## src/rtl/bat_pkg.sv

```systemverilog
package bat_pkg;
  localparam int ADDR_W = 32;
  localparam int OFS_W  = 17;                 // 128 KiB minimum region
  localparam int TAG_W  = ADDR_W - OFS_W;
  localparam int BL_W   = 11;                 // up to 256 MiB
  localparam int BL_LSB = 2;
  localparam int SV_BIT = 1;
  localparam int UV_BIT = 0;
  localparam int ATTR_W = 4;
  localparam int ATTR_LSB = 3;                // bits 6:3, guarded at bit 3
  localparam int GD_BIT = 3;
  localparam int PROT_W = 2;

  typedef logic [ADDR_W-1:0] word_t;
  typedef logic [TAG_W-1:0]  tag_t;
endpackage

```

## src/rtl/bat_regfile.sv

```systemverilog
module bat_regfile
  import bat_pkg::*;
#(
  parameter int N_ENT = 4,
  localparam int IDX_W = (N_ENT > 1) ? $clog2(N_ENT) : 1
) (
  input  logic                    clk,
  input  logic                    rst_n,
  input  logic                    wr_en,
  input  logic                    wr_instr,
  input  logic                    wr_upper,
  input  logic [IDX_W-1:0]        wr_idx,
  input  word_t                   wr_data,
  output logic [N_ENT-1:0][ADDR_W-1:0] d_up,
  output logic [N_ENT-1:0][ADDR_W-1:0] d_lo,
  output logic [N_ENT-1:0][ADDR_W-1:0] i_up,
  output logic [N_ENT-1:0][ADDR_W-1:0] i_lo
);
  logic [N_ENT-1:0][ADDR_W-1:0] d_up_q, d_lo_q, i_up_q, i_lo_q;
  logic [N_ENT-1:0][ADDR_W-1:0] d_up_n, d_lo_n, i_up_n, i_lo_n;

  always_comb begin
    d_up_n = d_up_q;
    d_lo_n = d_lo_q;
    i_up_n = i_up_q;
    i_lo_n = i_lo_q;
    if (wr_instr) begin
      if (!wr_upper && wr_data[GD_BIT]) begin
        // guarded instruction mapping is illegal: drop the entry
        i_up_n[wr_idx] = '0;
        i_lo_n[wr_idx] = '0;
      end else if (wr_upper) begin
        i_up_n[wr_idx] = wr_data;
      end else begin
        i_lo_n[wr_idx] = wr_data;
      end
    end else if (wr_upper) begin
      d_up_n[wr_idx] = wr_data;
    end else begin
      d_lo_n[wr_idx] = wr_data;
    end
  end

  always_ff @(posedge clk or negedge rst_n) begin
    if (!rst_n) begin
      d_up_q <= '0;
      d_lo_q <= '0;
      i_up_q <= '0;
      i_lo_q <= '0;
    end else if (wr_en) begin
      d_up_q <= d_up_n;
      d_lo_q <= d_lo_n;
      i_up_q <= i_up_n;
      i_lo_q <= i_lo_n;
    end
  end

  assign d_up = d_up_q;
  assign d_lo = d_lo_q;
  assign i_up = i_up_q;
  assign i_lo = i_lo_q;
endmodule

```

## src/rtl/bat_match.sv

```systemverilog
module bat_match
  import bat_pkg::*;
(
  input  logic            en,
  input  tag_t            key,
  input  tag_t            base,
  input  tag_t            tgt,
  input  logic [BL_W-1:0] blen,
  output logic            hit,
  output tag_t            out_tag
);
  tag_t mask;

  always_comb begin
    mask    = tag_t'(blen);
    hit     = en && (((key ^ base) & ~mask) == '0);
    out_tag = (tgt & ~mask) | (key & mask);
  end
endmodule

```

## src/rtl/bat_pick.sv

```systemverilog
module bat_pick #(
  parameter int N = 4,
  parameter int W = 8
) (
  input  logic [N-1:0]        hit,
  input  logic [N-1:0][W-1:0] data,
  output logic                any,
  output logic [W-1:0]        sel
);
  always_comb begin
    any = |hit;
    sel = '0;
    for (int i = N - 1; i >= 0; i--) begin
      if (hit[i]) sel = data[i];
    end
  end
endmodule

```

## src/rtl/bat_xlate.sv

```systemverilog
module bat_xlate
  import bat_pkg::*;
#(
  parameter int N_ENT = 4,
  localparam int IDX_W = (N_ENT > 1) ? $clog2(N_ENT) : 1
) (
  input  logic             clk,
  input  logic             rst_n,
  input  logic             wr_en,
  input  logic             wr_instr,
  input  logic             wr_upper,
  input  logic [IDX_W-1:0] wr_idx,
  input  logic [31:0]      wr_data,
  input  logic             lk_instr,
  input  logic             lk_super,
  input  logic             lk_store,
  input  logic [31:0]      lk_ea,
  output logic             lk_hit,
  output logic [31:0]      lk_pa,
  output logic [3:0]       lk_attr,
  output logic [1:0]       lk_prot,
  output logic             lk_fault,
  input  logic [31:0]      rv_pa,
  output logic             rv_hit,
  output logic [31:0]      rv_ea
);
  localparam int FW_W = TAG_W + ATTR_W + PROT_W;

  logic [N_ENT-1:0][ADDR_W-1:0] d_up, d_lo, i_up, i_lo;
  logic [N_ENT-1:0]             f_hit, r_hit;
  logic [N_ENT-1:0][FW_W-1:0]   f_data;
  logic [N_ENT-1:0][TAG_W-1:0]  r_data;
  logic [FW_W-1:0]              f_sel;
  logic [TAG_W-1:0]             r_sel;
  logic                         f_any, r_any;

  bat_regfile #(.N_ENT(N_ENT)) regs_i (
    .clk(clk), .rst_n(rst_n), .wr_en(wr_en), .wr_instr(wr_instr),
    .wr_upper(wr_upper), .wr_idx(wr_idx), .wr_data(wr_data),
    .d_up(d_up), .d_lo(d_lo), .i_up(i_up), .i_lo(i_lo)
  );

  for (genvar g = 0; g < N_ENT; g++) begin : g_ent
    word_t up_w, lo_w;
    tag_t  f_tag;
    assign up_w = lk_instr ? i_up[g] : d_up[g];
    assign lo_w = lk_instr ? i_lo[g] : d_lo[g];

    bat_match fwd_i (
      .en     (lk_super ? up_w[SV_BIT] : up_w[UV_BIT]),
      .key    (lk_ea[ADDR_W-1:OFS_W]),
      .base   (up_w[ADDR_W-1:OFS_W]),
      .tgt    (lo_w[ADDR_W-1:OFS_W]),
      .blen   (up_w[BL_LSB +: BL_W]),
      .hit    (f_hit[g]),
      .out_tag(f_tag)
    );
    assign f_data[g] = {f_tag, lo_w[ATTR_LSB +: ATTR_W], lo_w[PROT_W-1:0]};

    bat_match rev_i (
      .en     (d_up[g][SV_BIT] | d_up[g][UV_BIT]),
      .key    (rv_pa[ADDR_W-1:OFS_W]),
      .base   (d_lo[g][ADDR_W-1:OFS_W]),
      .tgt    (d_up[g][ADDR_W-1:OFS_W]),
      .blen   (d_up[g][BL_LSB +: BL_W]),
      .hit    (r_hit[g]),
      .out_tag(r_data[g])
    );
  end

  bat_pick #(.N(N_ENT), .W(FW_W))  fpick_i (.hit(f_hit), .data(f_data), .any(f_any), .sel(f_sel));
  bat_pick #(.N(N_ENT), .W(TAG_W)) rpick_i (.hit(r_hit), .data(r_data), .any(r_any), .sel(r_sel));

  always_comb begin
    lk_hit   = f_any;
    lk_pa    = f_any ? {f_sel[FW_W-1 -: TAG_W], lk_ea[OFS_W-1:0]} : '0;
    lk_attr  = f_any ? f_sel[PROT_W +: ATTR_W] : '0;
    lk_prot  = f_any ? f_sel[PROT_W-1:0] : '0;
    lk_fault = f_any && ((f_sel[PROT_W-1:0] == 2'b00) || (lk_store && f_sel[0]));
    rv_hit   = r_any;
    rv_ea    = r_any ? {r_sel, rv_pa[OFS_W-1:0]} : '0;
  end
endmodule

```

## config.mk

```make
export PLATFORM = sky130hd
export DESIGN_NAME = bat_xlate
export DESIGN_NICKNAME = d
export VERILOG_FILES = /design/src/rtl/bat_pkg.sv /design/src/rtl/bat_regfile.sv /design/src/rtl/bat_match.sv /design/src/rtl/bat_pick.sv /design/src/rtl/bat_xlate.sv
export SDC_FILE = /design/constraint.sdc
export NUM_CORES = 1
export LEC_CHECK = 0
export ABC_CLOCK_PERIOD_IN_PS = 4500
export BUFFER_PORTS_ARGS = -buffer_cell sky130_fd_sc_hd__buf_2
export CORE_AREA = 5 5 192 194
export CTS_CLUSTER_DIAMETER = 120
export CTS_CLUSTER_SIZE = 30
export DETAILED_ROUTE_END_ITERATION = 8
export DIE_AREA = 0 0 197 199
export PLACE_DENSITY = 0.8
export SYNTH_ARGS = -nofsm -noshare
export SYNTH_HDL_FRONTEND = slang
export SYNTH_SLANG_ARGS = --single-unit
```

## constraint.sdc

```tcl
create_clock -name clk -period 4.5 [get_ports clk]
set_clock_uncertainty 0.15 [all_clocks]
set_input_delay 0.9 -clock clk [delete_from_list [all_inputs] [get_ports clk]]
set_output_delay 0.9 -clock clk [all_outputs]
set_load 0.03 [all_outputs]
```

## After elaboration in Yosys (flattened, before gate mapping)

Cells that the tools add are included.

- Multiplexer cells: 34
- Reductions and logical operators: 30
- Equal/unequal tests: 1
- Bitwise logic cells: 57
- $lt $le $gt $ge: 2

Operators by type and width:

| operator | number |
|---|---|
| 128-bit bitwise mux | 4 |
| 128-bit 2-to-1 mux | 4 |
| 32-bit 2-to-1 mux | 11 |
| 128-bit AND | 2 |
| 15-bit AND | 16 |
| 128-bit NOT | 1 |
| 15-bit by 11-bit AND with 15-bit output | 8 |
| 15-bit zero test | 8 |
| 11-bit NOT with 15-bit output | 8 |
| 15-bit OR | 8 |
| 15-bit bitwise XOR | 8 |
| 21-bit 2-to-1 mux | 4 |
| 32-bit demux with 2-bit select | 1 |
| 15-bit 2-to-1 mux | 4 |
| 1-bit logical AND | 12 |
| 3-bit AND reduction | 4 |
| 4-bit OR reduction | 2 |
| 1-bit 2-to-1 mux | 4 |
| 4-bit 2-to-1 mux | 1 |
| 1-bit OR | 4 |
| 2-bit by 3-bit < comparator with 1-bit output, second input constant | 1 |
| 2-bit by 1-bit >= comparator with 1-bit output, second input constant | 1 |
| 2-bit zero test | 1 |
| 2-bit 2-to-1 mux | 1 |
| 5 further kinds | 6 |

- Logic and storage cells: 140
- Output and inout port bits: 73
- Input port bits: 106
- Flip-flop bits (word level): 512

## Logic depth before layout (Yosys ltp)

Gate-level depths: netlist (run 1).

- Depth after elaboration: 12
- Gate-level depth with buffers: 12
- Mapped depth without buffers: 9

## Cells and area by module

From an unflattened synthesis (run 1), not the netlist that was laid out.

- Cells, all modules: 1932
- Area, all modules: 26093.8 sq um

Modules (own cells, without submodules):

| module | area each (sq um) | instances | seq. area each (sq um) | cells each |
|---|---|---|---|---|
| bat_regfile | 19229.7 | 1 | 12812.3 | 1181 |
| bat_xlate | 2947.8 | 1 | 0.0 | 297 |
| bat_match | 352.8 | 8 | 0.0 | 39 |
| bat_pick at fpick_i | 598.1 | 1 | 0.0 | 82 |
| bat_pick at rpick_i | 495.5 | 1 | 0.0 | 60 |

## Least setup slack after synthesis (run 1)

Ideal clock, no wire load.

- Kind: input port to output port
- From: input port lk_ea[18]
- To: output port lk_pa[31]
- Stages: 11
- Path buffers: 2
- Slack: 51 ps
- Data required time: 3450 ps
- Arrival time: 3399 ps
- Path through: buf_2 -> xnor2_1 -> o21ai_0 -> or4_1 -> a211oi_2 -> nand4_2 -> or2_1 -> buf_4 -> o21ai_0 -> o21ai_0 -> o21ai_0

- Longest elaborated chain between the ends: 9
- Elaborated cells on any way between the ends: 22
- Those cells by class: 5 x mux; 8 x bitwise; 9 x reduce/logical

RTL lines:

| element | line | source |
|---|---|---|
| from (decl) | bat_xlate.sv:17 | `input logic [31:0] lk_ea,` |
| 15-bit bitwise XOR | bat_match.sv:16 | `hit = en && (((key ^ base) & ~mask) == '0);` |
| 15-bit AND | bat_match.sv:16 |  |
| 15-bit zero test | bat_match.sv:16 |  |
| 1-bit logical AND | bat_match.sv:16 |  |
| 21-bit 2-to-1 mux (4 in series) | bat_pick.sv:14 | `if (hit[i]) sel = data[i];` |
| 32-bit 2-to-1 mux (*) | bat_xlate.sv:76 | `lk_pa = f_any ? {f_sel[FW_W-1 -: TAG_W], lk_ea[OFS_W-1:0]} : '0;` |
| to (decl) | bat_xlate.sv:19 | `output logic [31:0] lk_pa,` |

Mark *: on every way between the ends. The rest lies on a longest branch, timed or not.

## Worst setup path after layout (run 1)

- From: input port lk_ea[27]
- To: output port lk_pa[27]

Same word-level chain as after synthesis.

==> results of run 1 <==
area by class of cell:
type	instances	area share, %
multi-input cells	1445	44.27
flip-flops and latches	392	40.88
repair buffers	327	10.38
well taps	461	2.403
clock buffers	17	1.772
clock inverters	2	0.1616
inverters	7	0.1199
diodes	1	0.01042
report_power, final:
group | total [mW] | switching (mW) | internal [mW]
sequential | 4.99 | 0.729 | 4.26
clock | 1.84 | 1.14 | 0.706
combinational | 2.55 | 1.26 | 1.29
cell usage in the layout (no fill, tap or decap), types with 4 or more instances in the layout:
cell / instances
nor2b_1: 53
nand2_1: 302
xor2_1: 9
o22ai_1: 46
o31ai_1: 8
o21ai_1: 17
clkbuf_16: 19
mux2_2: 244
buf_8: 5
o211a_1: 6
o21a_1: 7
dfrtp_1: 389
o21ai_2: 12
a2111oi_4: 4
xnor2_4: 4
buf_4: 141
a21oi_1: 41
o221ai_1: 6
xnor2_1: 140
and2_1: 21
nor2_1: 35
o22ai_2: 4
o21ai_0: 226
a211oi_1: 34
buf_6: 18
nor3_1: 10
inv_1: 6
xnor2_2: 11
mux2i_1: 113
nand3_1: 11
a2111oi_2: 5
clkbuf_4: 6
o211ai_1: 23
buf_2: 136
buf_12: 19
critical path, stage by stage:
cell and delay [ns]:
buf_12 0.12, xnor2_2 0.16, o22ai_1 0.10, or4_4 0.55, a211oi_4 0.26, nand4_2 0.14
buf_8 0.17, buf_12 0.13, a2111oi_4 0.17, a21oi_1 0.06, o21a_1 0.22, o21ai_2 0.23
buf_4 0.15, buf_6 0.12
Yosys cell counts (4+ instances only):
library cell and n:
buf_1 12, o31ai_1 8, a2111oi_2 4, a211oi_1 34, nand2_1 303, and2_1 21
buf_6 10, clkbuf_1 92, o211ai_1 23, nor2_1 37, inv_1 6, a21oi_1 42
o22ai_1 50, o21a_1 7, xnor2_1 153, nor3_1 10, buf_4 9, nor4_1 6
xor2_1 9, buf_2 21, nand3_1 12, o211a_1 6, o21ai_0 246, nor2b_1 55
a2111oi_0 6, mux2i_1 114, mux2_2 244, o221ai_1 6, o21ai_1 9, dfrtp_1 392
flip-flops by register name (all words and copies together) (netlist names):
register,cells
regs_i.i_lo,84
regs_i.i_up,112
regs_i.d_up,112
regs_i.d_lo,84
kinds of logic (layout without fill, tap and decap cells):
kind of cell              Yosys count  count (layout)  synth area share [%]
and+or+nand+nor                   467             467                 10.14
AOI/OAI and AO/OA                 453             453                 12.96
DFF                               392             392                 47.39
muxes                             361             361                 19.11
xor gates and xnor gates          164             164                 7.011
buffers and inverters             151             353                 3.391
other                               0               1                     0
stage by stage:
step | total power, mW | utilization (%) | hold slack (ns) | setup slack, ns | setup TNS (ns)
6_report | 9.383 | 68.49 | 0.1646 | -0.04606 | -0.08884
5_1_grt | 9.785 | 68.48 | 0.2486 | -0.1271 | -0.8292
4_1_cts | 9.213 | 66.90 | 0.2236 | -0.1663 | -0.6970
3_5_place_dp | 7.377 | 64.57 | 0.3153 | -0.4104 | -9.502
3_3_place_gp | 7.237 | 64.57 | 0.3067 | -0.3592 | -7.946
2_1_floorplan | 6.460 | - | 0.2944 | 0.05056 | 0
routing by layer:
metal	vias up	share of wire [%]	global-route usage, %
li1	7345	-	-
met3	190	9.8	6.318
met1	8533	39	44.96
met2	930	46	51.63
met4	0	5.4	14.74
met5	-	0	0
what timing repair did:
item                       CTS  global route
setup endpoints to repair   40            40
pin swaps                   16            40
cloned                       0             2
hold endpoints to repair     0             0
buffers inserted             8            11
gates resized for setup     66           116
how the worst max path moves through the flow:
stage               cells past startpoint  startpoint   endpoint
floorplan                              11   lk_ea[18]  lk_pa[31]
global placement                       13    lk_instr  lk_pa[27]
detailed placement                     13    lk_instr  lk_pa[27]
CTS                                    14   lk_ea[27]  lk_pa[27]
global route                           15    lk_instr  lk_pa[27]
finish                                 14   lk_ea[27]  lk_pa[27]
==> metrics, run 1 <==
Static Leak 10.63 nW; dominant cell type by area after synthesis dfrtp_1; Final nets 2,296; Final WS setup -0.04606 ns; CTS Buf Count 17; Routed Wire Length 66,690 um; Synth-to-Final Area Change 15.97%; GRT Resource Usage Total between 30% and 40%; Slew Viols, Final 0; Die Span X around 200 um; post-synth top area share 47.39%; Worst Setup End Kind output pin; DRC 0; dpl cell area 22,630 um^2; hold_buf cts 0; Core Box Area between 30,000 and 40,000 um^2; R2R setup slack 3.40 ns; Hold Crit Class in2async; CTS Sinks around 390; clk buf depth 3; fmax approximately 220 MHz; row count 69; final hold vios 0; initial antenna violation count 2; fin crit share 101.0%; initial core utilization 59.06%; Post-synth EDFFs 0; Synth area leaders dfrtp_1 47%, mux2_2 13%, xnor2_1 6.5%; H-tree depth 1; # IOs approximately 180; vias in the first global route approximately 17,000; fin area 24,010 um^2; DP Wirelength between 40,000 and 50,000 um; worst r2r dst regs_i.d_up[88]$_DFFE_PN0P_; Yosys reg bits 392; syn_nets 2,094; Via Count between 15,000 and 20,000; Post-synth top flop dfrtp_1; CTS clk-pin slew, worst paths 0.12 ns; status complete, but fails checks; MaxCap Viol Count 0; Synth Instances around 2,000; CP arrival about 3.5 ns; worst slew pin tran 1.305 ns; CTS tree yes; first-pass GRT wire length a little under 100,000 um; Port-buffer cells 174; Netlist Area Pre-Place approximately 21,000 um^2; sequential element share of the synthesized area 47.39%; drt pass-1 iters 5; failing checks setup timing; Crit Path Class in2out; Overflow after GRT 0; final setup violation count 3; Die Y-Extent 199 um; ratio of total power to cell area 390.8 nW/um^2; slew margin rel. 12.81%; First DRT Iteration DRCs 1,893; die area 39,200 um^2; multi-input combinational cell area 10,630 um^2; maximum vdd drop around 0.36 mV; Routed Antenna Nets 0; startpoint types input pin; Final Non-Filler Cells roughly 2,700; R2R depth 2; Yosys warning total 0; Root Driver clkbuf_16; largest net degree at the start of global routing between 100 and 150; Reg area just under 10,000 um^2; post-layout min period 4.546 ns; routed vias/inst 6.410; share of layout cells above drive strength 1 between 30% and 40%; DR WL/cell 25.15 um; worst skew pair latency 0.53 ns; RSZ-0062 raised after global routing true; synth unique cells 58; Syn Area/Cell 10.41 um^2; Req. time, crit path 3.45 ns; Filler cells approximately 2,600; Async SR Flop Fraction 100.0%; Reg-to-Reg Start regs_i.d_up[88]$_DFFE_PN0P_; placer congestion estimate 0.9857; Worst Path Max Fanout 4; placed insts 2,611
(Power assumes the default switching activity.)
==> inputs of run 2 (changes only) <==
--- a/config.mk
+++ b/config.mk
@@ -8,10 +8,12 @@
 export ABC_CLOCK_PERIOD_IN_PS = 4500
 export BUFFER_PORTS_ARGS = -buffer_cell sky130_fd_sc_hd__buf_2
-export CORE_AREA = 5 5 192 194
+export CELL_PAD_IN_SITES_DETAIL_PLACEMENT = 1
+export CELL_PAD_IN_SITES_GLOBAL_PLACEMENT = 1
+export CORE_AREA = 5 5 214 216
 export CTS_CLUSTER_DIAMETER = 120
 export CTS_CLUSTER_SIZE = 30
 export DETAILED_ROUTE_END_ITERATION = 8
-export DIE_AREA = 0 0 197 199
-export PLACE_DENSITY = 0.8
+export DIE_AREA = 0 0 219 221
+export PLACE_DENSITY = 0.81
 export SYNTH_ARGS = -nofsm -noshare
 export SYNTH_HDL_FRONTEND = slang
==> constraint.sdc (replaced) <==
create_clock -name clk -period 4.5 [get_ports clk]
set_clock_uncertainty 0.15 [all_clocks]
set_input_delay 1.35 -clock clk [delete_from_list [all_inputs] [get_ports clk]]
set_output_delay 1.35 -clock clk [all_outputs]
set_load 0.03 [all_outputs]
==> run 2 against run 1 <==
  * The run still ends with setup timing left
  * Routed wire length up 58%
  * Sequential share of layout area down 5.5 points
  * Combinational power up 46%
  * Design area up 15%
  * Core utilization down 5.1 points
  * Via count up 18%
  * Hold slack better by 0.18 ns
  * Cell count up 9.6%
  * Critical path depth up 1
  * Largest cell class unchanged
  * Highest routed layer is now met5
==> metrics, run 2 (synthesis results as in run 1) <==
RSZ-0062 raised after global routing true; Max stage delay on crit path 0.36 ns (-0.19 ns); CP arrival 4.19 ns (+0.69 ns); dpl cell area 23,750 um^2 (+4.9%); Static Leak 12.13 nW (+14%); worst slew pin tran 1.371 ns (+0.06632 ns); # IOs 179 (unchanged); CTS Buf Count 17 (unchanged); Worst Path Max Fanout 4 (unchanged); share of layout cells above drive strength 1 42.91% (+12 points); largest net degree at the start of global routing 95 (-14%); drt pass-1 iters 5 (unchanged); die area 48,400 um^2 (+23%); placer congestion estimate 0.9122 (-7.5%); ratio of total power to cell area 393.1 nW/um^2 (+0.58%); First DRT Iteration DRCs 2,435 (+29%); slowest stage cell, crit path a211o_1; Overflow after GRT 0 (unchanged); DR WL/cell 36.15 um (+44%); GRT Resource Usage Total 36.66% (+3.7 points); first-pass GRT wire length 135,600 um (+37%); hold_buf cts 0 (unchanged); Hold Crit Class reg2reg; Die Y-Extent 221 um (+11%); Routed Wire Length 105,100 um (+58%); startpoint types input pin; CTS Sinks 392 (unchanged); Root Driver clkbuf_16; Hold WS 0.3482 ns (+0.1837 ns); H-tree depth 1 (unchanged); Port-buffer cells 174 (unchanged); Reg-to-Reg Start regs_i.d_up[99]$_DFFE_PN0P_; MaxCap Viol Count 0 (unchanged); worst skew pair latency 0.56 ns (+0.03 ns); Worst Setup End Kind output pin; DP Wirelength 56,250 um (+19%); Req. time, crit path 3.00 ns (-0.45 ns); DRC 0 (unchanged); initial antenna violation count 3 (+1); most frequent cells in the layout 392 x dfrtp_1, 278 x nand2_1, 232 x mux2_2; pre-CTS setup slack -1.290 ns (-0.8798 ns); final hold vios 0 (unchanged); routed vias/inst 6.881 (+7.4%); status complete, but fails checks; initial core utilization 47.33% (-12 points); Final WS setup -1.190 ns (-1.144 ns); Synth-to-Final Area Change 33.93%; failing checks setup timing; CTS clk-pin slew, worst paths 0.12 ns (about the same); Slew Viols, Final 0 (unchanged); fin area 27,720 um^2 (+15%); hold_sp regs_i.i_lo[4]$_DFFE_PN0P_; fin crit share 126.4% (+25 points); clk buf depth 3 (unchanged); Setup crit start lk_ea[27]; Cell Chain, Critical Path buf_4 > buf_6 > buf_4 > xnor2_2 > o22ai_2 > nor2_2 > o211ai_1 > buf_4 > nor2_4 > buf_12 > buf_6 > a21oi_1 > a211o_1 > a21oi_4 > buf_6; fmax 175.7 MHz (-20%); vias in the first global route 20,858 (+25%); Final nets 2,418 (+5.3%); final setup violation count 73 (+70); maximum vdd drop 0.3566 mV (-0.28%); Die Span X 219 um (+11%); Routed Antenna Nets 0 (unchanged); post-layout min period 5.690 ns (+1.144 ns); most common cell after layout, fill and taps aside dfrtp_1; row count 77 (+12%); Core Box Area 43,740 um^2 (+25%); slew margin rel. 8.277% (-4.5 points); Via Count 19,996 (+18%); total power 10.90 mW (+16%); Crit Path Class in2out; CTS tree yes
## run 2: cell types whose count changed in the layout (fill, tap and decap cells not counted), moves of 24 or more
cell | before | now
buf_4 | 141 | 185
xnor2_1 | 140 | 97
buf_2 | 136 | 81
nand2_1 | 302 | 278
buf_6 | 18 | 116
xnor2_2 | 11 | 41
## run 2: final cells by class
| class | instances | area [um^2] |
|---|---|---|
| fill | 4429 | 16020 |
| multi-input combinational | 1446 | 12270 |
| sequential | 392 | 9809 |
| timing repair buffer | 448 | 4404 |
| tap | 592 | 740.7 |
| clock buffer | 18 | 429.2 |
| inverter | 7 | 31.28 |
| clock inverter | 1 | 30.03 |
| antenna | 2 | 5.005 |
## run 2: metal layers
metal | up-vias | track usage (%) | routed length (um)
met5 | - | 0 | 21
met3 | 703 | 8.324 | 11360
met2 | 1653 | 60.60 | 47830
li1 | 7614 | - | -
met4 | 4 | 22.67 | 10900
met1 | 10022 | 43.24 | 34940
## run 2: timing repair
item | CTS | global route
hold endpoints to repair | 0 | 0
pin swaps | 109 | 91
endpoints found under the setup margin | 73 | 73
gates resized for setup | 368 | 257
cloned | 12 | 3
setup buffers | 44 | 37
## run 2: path summary, 6_finish.rpt
kind	to	slack, ns	cells after the start
worst max register to register	regs_i.d_up[99]$_DFFE_PN0P_	3.27	2
worst min register to register	regs_i.i_lo[4]$_DFFE_PN0P_	0.35	2
min in group asynchronous	regs_i.d_up[35]$_DFFE_PN0P_	0.69	1
max in group asynchronous	regs_i.i_lo[124]$_DFFE_PN0P_	2.51	2
worst min-delay path	regs_i.i_lo[4]$_DFFE_PN0P_	0.35	2
worst max-delay path	lk_fault	-1.19	15
## run 2: worst max-delay path: cells and delay by family
kind	cells	cell delay, ns
buffers and inverters	7	1.04
AO/OA/AOI/OAI	5	1.01
AND/OR/NAND/NOR	2	0.41
XOR/XNOR	1	0.35
## run 2: report_power, final
| part | switching, mW | leakage (nW) | internal (mW) |
|---|---|---|---|
| clock | 1.28 | 0.222 | 0.709 |
| combinational | 2.09 | 6.97 | 1.64 |
| sequential | 0.918 | 4.94 | 4.26 |
| total | 4.30 | 12.1 | 6.60 |
## run 2: through the flow
step	setup TNS, ns	instances	utilization (%)
after floorplan	-13.13	1988	-
after global placement	-55.85	2815	54.30
after detailed placement	-60.27	2815	54.30
after CTS	-40.08	2884	60.29
after global routing	-58.24	2904	63.37
final	-56.69	2906	63.38
